File: src/rtl/spi_sel_pkg.sv
package spi_sel_pkg;
  // Strobes from control to datapath, one cycle each
  typedef struct packed {
    logic load;    // capture the request word into the transmit register
    logic sample;  // take MISO into the receive register
    logic shift;   // present the next transmit bit
  } dpStrobe_t;
endpackage

File: src/rtl/spi_sel_datapath.sv
module spi_sel_datapath
  import spi_sel_pkg::*;
#(
  parameter int DATA_W = 8
) (
  input  logic              clk,
  input  logic              rstN,
  input  dpStrobe_t         strb,
  input  logic [DATA_W-1:0] txData,
  input  logic              miso,
  output logic              mosi,
  output logic [DATA_W-1:0] rxData
);
  logic [DATA_W-1:0] txReg;
  logic [DATA_W-1:0] rxReg;

  always_ff @(posedge clk or negedge rstN) begin
    if (!rstN) begin
      txReg <= '0;
      rxReg <= '0;
    end else begin
      if (strb.load)
        txReg <= txData;
      else if (strb.shift)
        txReg <= {txReg[DATA_W-2:0], 1'b0};
      if (strb.sample)
        rxReg <= {rxReg[DATA_W-2:0], miso};
    end
  end

  assign mosi   = txReg[DATA_W-1];
  assign rxData = rxReg;
endmodule

File: src/rtl/spi_sel_ctrl.sv
module spi_sel_ctrl
  import spi_sel_pkg::*;
#(
  parameter int NUM_CS = 4,
  parameter int DATA_W = 8,
  parameter int CNT_W  = 8,
  localparam int SEL_W = $clog2(NUM_CS),
  localparam int BIT_W = $clog2(DATA_W)
) (
  input  logic                    clk,
  input  logic                    rstN,
  input  logic                    reqValid,
  input  logic [SEL_W-1:0]        reqSel,
  input  logic                    reqKeep,
  input  logic [NUM_CS*CNT_W-1:0] cfgDiv,
  input  logic [NUM_CS*CNT_W-1:0] cfgSetup,
  input  logic [NUM_CS*CNT_W-1:0] cfgGap,
  input  logic [CNT_W-1:0]        cfgSwitch,
  output logic                    busy,
  output logic                    done,
  output logic                    err,
  output logic                    sck,
  output logic [NUM_CS-1:0]       csN,
  output dpStrobe_t               strb
);
  typedef enum logic [2:0] {
    ST_IDLE, ST_SWITCH, ST_SETUP, ST_GAP, ST_SHIFT, ST_FINISH
  } state_t;

  // Per-select profile fields unpacked from the flat configuration vectors
  logic [CNT_W-1:0] divArr   [NUM_CS];
  logic [CNT_W-1:0] setupArr [NUM_CS];
  logic [CNT_W-1:0] gapArr   [NUM_CS];
  for (genvar s = 0; s < NUM_CS; s++) begin : g_profile
    assign divArr[s]   = cfgDiv[s*CNT_W +: CNT_W];
    assign setupArr[s] = cfgSetup[s*CNT_W +: CNT_W];
    assign gapArr[s]   = cfgGap[s*CNT_W +: CNT_W];
  end

  state_t            state;
  logic [CNT_W-1:0]  dlyCnt;
  logic [CNT_W-1:0]  divCnt;
  logic [CNT_W-1:0]  curDiv;
  logic [BIT_W-1:0]  bitCnt;
  logic [SEL_W-1:0]  curSel;
  logic [SEL_W-1:0]  lastSel;
  logic              lastValid;
  logic              held;
  logic              keepR;
  logic              sckR;
  logic              errR;
  logic [NUM_CS-1:0] csNR;

  logic accept;
  logic divOk;
  logic divEnd;
  logic lastBit;

  assign divOk   = (divArr[reqSel] != '0);
  assign accept  = (state == ST_IDLE) && reqValid;
  assign divEnd  = (divCnt == curDiv - CNT_W'(1));
  assign lastBit = (bitCnt == BIT_W'(DATA_W - 1));

  always_comb begin
    strb        = '0;
    strb.load   = accept && divOk;
    strb.sample = (state == ST_SHIFT) && divEnd && !sckR;
    strb.shift  = (state == ST_SHIFT) && divEnd && sckR && !lastBit;
  end

  always_ff @(posedge clk or negedge rstN) begin
    if (!rstN) begin
      state     <= ST_IDLE;
      dlyCnt    <= '0;
      divCnt    <= '0;
      curDiv    <= '0;
      bitCnt    <= '0;
      curSel    <= '0;
      lastSel   <= '0;
      lastValid <= 1'b0;
      held      <= 1'b0;
      keepR     <= 1'b0;
      sckR      <= 1'b0;
      errR      <= 1'b0;
      csNR      <= '1;
    end else begin
      errR <= 1'b0;
      unique case (state)
        ST_IDLE: if (reqValid) begin
          if (!divOk) begin
            errR <= 1'b1;
          end else begin
            curSel <= reqSel;
            curDiv <= divArr[reqSel];
            keepR  <= reqKeep;
            if (held && reqSel == lastSel) begin
              state  <= ST_GAP;
              dlyCnt <= gapArr[reqSel];
            end else if (lastValid && reqSel != lastSel) begin
              csNR   <= '1;
              held   <= 1'b0;
              state  <= ST_SWITCH;
              dlyCnt <= cfgSwitch;
            end else begin
              csNR         <= '1;
              csNR[reqSel] <= 1'b0;
              state        <= ST_SETUP;
              dlyCnt       <= setupArr[reqSel];
            end
          end
        end
        ST_SWITCH: begin
          if (dlyCnt == '0) begin
            csNR         <= '1;
            csNR[curSel] <= 1'b0;
            dlyCnt       <= setupArr[curSel];
            state        <= ST_SETUP;
          end else begin
            dlyCnt <= dlyCnt - CNT_W'(1);
          end
        end
        ST_SETUP, ST_GAP: begin
          if (dlyCnt == '0) begin
            state  <= ST_SHIFT;
            divCnt <= '0;
            bitCnt <= '0;
          end else begin
            dlyCnt <= dlyCnt - CNT_W'(1);
          end
        end
        ST_SHIFT: begin
          if (divEnd) begin
            divCnt <= '0;
            if (!sckR) begin
              sckR <= 1'b1;
            end else begin
              sckR <= 1'b0;
              if (lastBit) state <= ST_FINISH;
              else bitCnt <= bitCnt + BIT_W'(1);
            end
          end else begin
            divCnt <= divCnt + CNT_W'(1);
          end
        end
        ST_FINISH: begin
          lastSel   <= curSel;
          lastValid <= 1'b1;
          held      <= keepR;
          if (!keepR) csNR <= '1;
          state <= ST_IDLE;
        end
        default: state <= ST_IDLE;
      endcase
    end
  end

  assign busy = (state != ST_IDLE);
  assign done = (state == ST_FINISH);
  assign err  = errR;
  assign sck  = sckR;
  assign csN  = csNR;
endmodule

File: src/rtl/spi_sel_master.sv
module spi_sel_master
  import spi_sel_pkg::*;
#(
  parameter int NUM_CS = 4,
  parameter int DATA_W = 8,
  parameter int CNT_W  = 8,
  localparam int SEL_W = $clog2(NUM_CS)
) (
  input  logic                    clk,
  input  logic                    rstN,
  input  logic                    reqValid,
  input  logic [SEL_W-1:0]        reqSel,
  input  logic [DATA_W-1:0]       reqData,
  input  logic                    reqKeep,
  input  logic [NUM_CS*CNT_W-1:0] cfgDiv,
  input  logic [NUM_CS*CNT_W-1:0] cfgSetup,
  input  logic [NUM_CS*CNT_W-1:0] cfgGap,
  input  logic [CNT_W-1:0]        cfgSwitch,
  output logic                    busy,
  output logic                    done,
  output logic [DATA_W-1:0]       rxData,
  output logic                    err,
  output logic                    sck,
  output logic                    mosi,
  output logic [NUM_CS-1:0]       csN,
  input  logic                    miso
);
  dpStrobe_t strb;

  spi_sel_ctrl #(.NUM_CS(NUM_CS), .DATA_W(DATA_W), .CNT_W(CNT_W)) u_ctrl (
    .clk(clk), .rstN(rstN), .reqValid(reqValid), .reqSel(reqSel),
    .reqKeep(reqKeep), .cfgDiv(cfgDiv), .cfgSetup(cfgSetup), .cfgGap(cfgGap),
    .cfgSwitch(cfgSwitch), .busy(busy), .done(done), .err(err), .sck(sck),
    .csN(csN), .strb(strb)
  );

  spi_sel_datapath #(.DATA_W(DATA_W)) u_dp (
    .clk(clk), .rstN(rstN), .strb(strb), .txData(reqData), .miso(miso),
    .mosi(mosi), .rxData(rxData)
  );
endmodule

File: config.mk
export PLATFORM = sky130hd
export DESIGN_NAME = spi_sel_master
export DESIGN_NICKNAME = d
export VERILOG_FILES = /design/src/rtl/spi_sel_pkg.sv /design/src/rtl/spi_sel_datapath.sv /design/src/rtl/spi_sel_ctrl.sv /design/src/rtl/spi_sel_master.sv
export SDC_FILE = /design/constraint.sdc
export NUM_CORES = 1
export LEC_CHECK = 0
export BUFFER_PORTS_ARGS = -buffer_cell sky130_fd_sc_hd__buf_2
export CAP_MARGIN = 20
export CORE_MARGIN = 3
export CORE_UTILIZATION = 28
export CTS_CLUSTER_DIAMETER = 40
export CTS_CLUSTER_SIZE = 10
export DETAILED_ROUTE_END_ITERATION = 10
export HOLD_SLACK_MARGIN = 0.1
export SLEW_MARGIN = 20
export SYNTH_ARGS = -nofsm -noshare
export SYNTH_HDL_FRONTEND = slang
export SYNTH_HIERARCHICAL = 1
export SYNTH_SLANG_ARGS = --single-unit
File: constraint.sdc
create_clock -name clk -period 4.53 [get_ports clk]
set_clock_uncertainty 0.2 [all_clocks]
set_input_delay 1.1325 -clock clk [delete_from_list [all_inputs] [get_ports clk]]
set_output_delay 1.1325 -clock clk [all_outputs]
set_load 0.005 [all_outputs]
## Word level (Yosys, flattened, before mapping)

Cells that the tools add are included.

- Output and inout port bits: 17
- Word-level logic and storage cells: 139
- Bits in registers: 59

- Reduce and logical (&&, ||, !) cells: 30
- Eq/ne operators: 21
- Add/subtract/negate cells: 4
- Bitwise gates (word level): 4
- Order comparisons: 6
- Muxes and demuxes: 59

Operators by type and width:

| cell | number |
|---|---|
| two-way mux 8 bit | 18 |
| binary-select mux 8 bit (select 2 bit) | 4 |
| two-way mux 3 bit | 12 |
| two-way mux 4 bit | 6 |
| one-hot mux 8 bit (3 select lines) | 1 |
| one-hot mux 8 bit (2 select lines) | 1 |
| subtractor 8 x 1 -> 8 bit, second input constant | 2 |
| != test 2 x 1 -> 1 bit, second input constant | 6 |
| != test 2 bit, second input constant | 6 |
| one-hot mux 3 bit (4 select lines) | 1 |
| one-hot mux 4 bit (3 select lines) | 1 |
| logical AND 1 bit | 10 |
| two-way mux 1 bit | 10 |
| AND reduction 5 bit | 2 |
| == test 3 bit, second input constant | 3 |
| nonzero test 3 bit | 3 |
| adder 8 x 1 -> 8 bit, second input constant | 1 |
| == test 8 bit | 1 |
| logical NOT 8 bit | 1 |
| NOT 4 bit | 2 |
| nonzero test 8 bit | 1 |
| AND reduction 7 bit | 1 |
| == test 3 x 2 -> 1 bit, second input constant | 2 |
| >= comparator 3 bit, second input constant | 2 |
| other kinds (19) | 27 |

## Logic depth before layout (Yosys ltp)

- Depth after elaboration: 10
- Depth in mapped cells: 10
- Depth with buffers taken out: 9

## By module

The synthesis kept the hierarchy.

Modules (own cells, without submodules):

| module | area each (µm²) | instances | cells an instance |
|---|---|---|---|
| spi_sel_ctrl | 3534.6 | 1 | 346 |
| spi_sel_datapath | 700.7 | 1 | 51 |

## Least setup slack after synthesis

No wires, ideal clock.

- Path kind: input-to-reg
- Start point: input reqSel[0]
- End point: register u_ctrl.dlyCnt[6]
- Slack: 1.349 ns
- Library setup time: 0.125 ns
- Cell stages on the path: 7
- Data arrival time: 2.856 ns
- Path through: buf_6 > buf_2 > buf_2 > mux4_2 > a21oi_1 > o22ai_1 > mux2_2

- Cells in the longest elaborated chain, start to end: 9

RTL lines:

| element | line | text |
|---|---|---|
| start: declaration | spi_sel_master.sv:12 | `input logic [SEL_W-1:0] reqSel,` |
| NOT 2 -> 3 bit (not written as such) | spi_sel_ctrl.sv:59, spi_sel_ctrl.sv:98, spi_sel_ctrl.sv:108 |  |
| binary-select mux 8 bit (select 2 bit) | spi_sel_ctrl.sv:108 | `dlyCnt <= setupArr[reqSel];` |
| two-way mux 8 bit (not written as such) (2 in series) | spi_sel_ctrl.sv:108 |  |
| two-way mux 8 bit | spi_sel_ctrl.sv:99 | `end else if (lastValid && reqSel != lastSel) begin` |
| two-way mux 8 bit | spi_sel_ctrl.sv:96 | `if (held && reqSel == lastSel) begin` |
| two-way mux 8 bit | spi_sel_ctrl.sv:90 | `if (!divOk) begin` |
| two-way mux 8 bit | spi_sel_ctrl.sv:89 | `ST_IDLE: if (reqValid) begin` |
| one-hot mux 8 bit (3 select lines) | spi_sel_ctrl.sv:88 | `unique case (state)` |
| end signal: assignment | spi_sel_ctrl.sv:98 | `dlyCnt <= gapArr[reqSel];` |
| end signal: assignment | spi_sel_ctrl.sv:103 | `dlyCnt <= cfgSwitch;` |
| end signal: assignment | spi_sel_ctrl.sv:108 |  |
| end: declaration | spi_sel_ctrl.sv:41 | `logic [CNT_W-1:0] dlyCnt;` |

Several ways; a longest one is shown, not always the timed one. The select of a mux whose other input is x is not followed.
A chain may end at the register's enable or synchronous reset.

## Final worst setup path

Ends and elaborated chain as after synthesis.

==> flow_summary.toml <==
[cts]
postCtsSetupBuffers = 0
cts_root_buf = "clkbuf_16"
clk_path_buf_depth = 2
clk-insertion-delay-late_ns = 0.33
hold_buffers = 0
clock-sinks = 59
cts.clk_slew.worst_paths_ns = 0.06
numCtsBuffers = 9
cts_tree = "yes"
htreeDepth = 3
post_cts_resized = 0

[yosys]
synth_most_common_cell = "dfrtp_1"
synthFlopType = "dfrtp_1"
synth_top_cell_area_share = 0.325
async_flop_share = 1.00
synth_common_cells = "55 x dfrtp_1, 40 x nand2_1, 32 x mux4_2, 28 x o21ai_0"
synth_area_per_cell_um2 = 10.7
synth_area_leaders = "dfrtp_1 32%, mux4_2 17%, mux2_4 4.3%"
synth_seq_cells = 59
ys_types = 61
yosys.area.top_type = "dfrtp_1"
yosysSeqAreaShare = 0.350
yosysWarnings = 6
syn_area_um2 = 4240
synth-edff-count = 0
syn_nets = 521
syn_inst = 397

[routing]
avgRoutedWirePerCell_um = 17.0
drc_errors = 0
routed_via_density = 5.21
ant_nets = 0
vias = 3739
drt_iter0_markers = 180
finalWirelength_um = 12200
first_pass_iters = 4

[timing]
worstMarginPinSlew_ns = 0.755
holdWs_ns = 0.284
period_needed_ns = 3.44
tns_ns = 0
final-setup-viol-count = 0
fmax_ghz = 0.291
hold_viol_final = 0
fin_crit_sh = 0.759
fin_ws_ns = 1.09
maxSlewViolCount = 0
rsz0062_at_grt = "no"
relSlewSlack = 0.495

[die]
io_pins = 136
start_util = 0.289
die_w_um = 129
fp.dieH_um = 129
dieArea_um2 = 16600
core_area_um2 = 14600
rows = 44

[finish]
postLayoutCellArea_um2 = 5390
fin_nets = 652
fin_cells = 717
antennaDiodeCount = 0
final_util = 0.368
drive_gt1_frac = 0.430
syn_to_final_growth_pct = 27.2

[pwr]
vdd_drop_max_v = 0.000190
p_leak_nw = 2.30
power_frac_seq = 0.343
comb_power_share = 0.386
swShare = 0.370
power_per_cell_area_nw_per_um2 = 488
total_power_mw = 2.63
intPower_mw = 1.66
clkPwrFrac = 0.271
switching_power_uw = 972

[critical_path]
path_class = "in2reg"
path_buf_inv = 1
arrival_ns = 3.45
max_stage_delay_ns = 0.57
cpLargestDelayFamily = "multiplexers"
cp.depth = 6
r2r_slack_ns = 1.32
r2r_start = "u_ctrl/curDiv[0]$_DFFE_PN0P_"
r2r_end = "u_dp/rxData[6]$_DFFE_PN0P_"
startpoint_type = "primary input"
worst_ep_required_time_ns = 4.55
worst_path_max_delay_cell = "mux4_2"
r2r_cells = 10
crit_path_cell_trace = "buf_2 > mux4_2 > nor4_2 > nand2_2 > o21ai_2 > mux2_2"
crit_path_end_kind = "flop"
path_max_fanout = 14

[place]
dp_slack_ns = 0.716
dp_hpwl_um = 9380
dpl_cell_area_um2 = 5070
gp_congestion = 0.862
placed_cells = 701
port_buffers = 135

[global_routing]
grt_max_degree = 45
grt_pass1_wl_um = 19200
antenna_found_initial = 0
gr-total-overflow = 0
grt_pass1_vias = 3855
track_usage = 0.145

[min_path]
hold-path-cell-count = 1
hp-class = "reg2reg"
min_from = "u_ctrl/lastValid$_DFFE_PN0P_"
whs_endpoint = "u_ctrl/lastValid$_DFFE_PN0P_"

[status]
status = "finished clean"

[run]
drv_cap = 0
## kinds of logic (layout without fill, tap and decap cells)
kind of cell / after synthesis / count (layout) / synth area share
muxes: 65 / 65 / 0.266
and+or+nand+nor: 118 / 118 / 0.140
buffers and inverters: 39 / 175 / 0.0443
adders and majority gates: 5 / 5 / 0.0148
AOI/OAI and AO/OA: 95 / 95 / 0.152
xor gates and xnor gates: 16 / 16 / 0.0331
DFF: 59 / 59 / 0.350
## routing by layer
layer,part of all wire,vias up,routed length (um),track usage
met5,0,-,0,0
met4,0.013,0,152,0.0364
met3,0.060,15,731,0.0365
met2,0.51,137,6170,0.246
met1,0.42,1817,5100,0.186
li1,-,1770,-,-
## worst register-to-register path, delay by kind of cell, from the launching register on
family          cells  cell delay (ns)
mux                 1             0.32
fa+ha+maj           1             0.30
simple gates        5             1.30
flops               1             0.45
buf+inv             2             0.31
compound gates      1             0.21
## power by group through the flow
stage | sequential (mW) | combinational [mW] | clock [mW]
after global placement | 0.906 | 0.983 | 0
after detailed placement | 0.907 | 1.01 | 0
after CTS | 0.901 | 1.02 | 0.731
final | 0.901 | 1.02 | 0.713
after global routing | 0.930 | 1.12 | 0.751
after floorplan | 0.802 | 0.825 | 0
## cell type report
class	count	area (um^2)
multi-input cells	299	2570
repair buffers	142	731
well taps	184	230
flip-flops and latches	59	1480
fillers	1491	9260
clock inverters	6	70.1
clock buffers	10	239
inverters	17	63.8
## placed cells by master, fill, tap and decap left out, types with 6 or more instances in the layout
cell type  instances
mux2i_1            9
o21ai_1            8
dfrtp_1           55
xnor2_1           14
buf_4              8
buf_2            134
inv_1             17
a21oi_1           14
mux2_2            12
nand3_1            7
clkbuf_16          9
nand2_1           40
nor2_1            18
o21ai_0           28
nand2b_1           6
mux2_4            12
nor3_1            17
mux4_2            32
## flip-flops by register name (all words and copies together) (netlist names)
register	count
u_ctrl/divCnt	8
u_ctrl/lastSel	2
u_ctrl/csN	4
u_ctrl/held	1
u_ctrl/err	1
u_ctrl/curSel	2
u_ctrl/dlyCnt	8
u_dp/txReg	8
u_ctrl/keepR	1
u_ctrl/state	3
u_ctrl/curDiv	8
u_dp/rxData	8
u_ctrl/sck	1
u_ctrl/lastValid	1
u_ctrl/bitCnt	3
## worst max-delay path by stage
stage | startpoint | endpoint | slack, ns
after global routing | reqSel[0] | u_ctrl/dlyCnt[6]$_DFFE_PN0P_ | 0.95
final | reqSel[0] | u_ctrl/dlyCnt[6]$_DFFE_PN0P_ | 1.09
after floorplan | reqSel[0] | u_ctrl/dlyCnt[6]$_DFFE_PN0P_ | 1.35
after CTS | reqSel[0] | u_ctrl/dlyCnt[6]$_DFFE_PN0P_ | 1.07
after detailed placement | reqSel[0] | u_ctrl/dlyCnt[6]$_DFFE_PN0P_ | 0.72
after global placement | reqSel[0] | u_ctrl/dlyCnt[3]$_DFFE_PN0P_ | 0.81
Note: power is estimated with default switching activity, not from simulation.
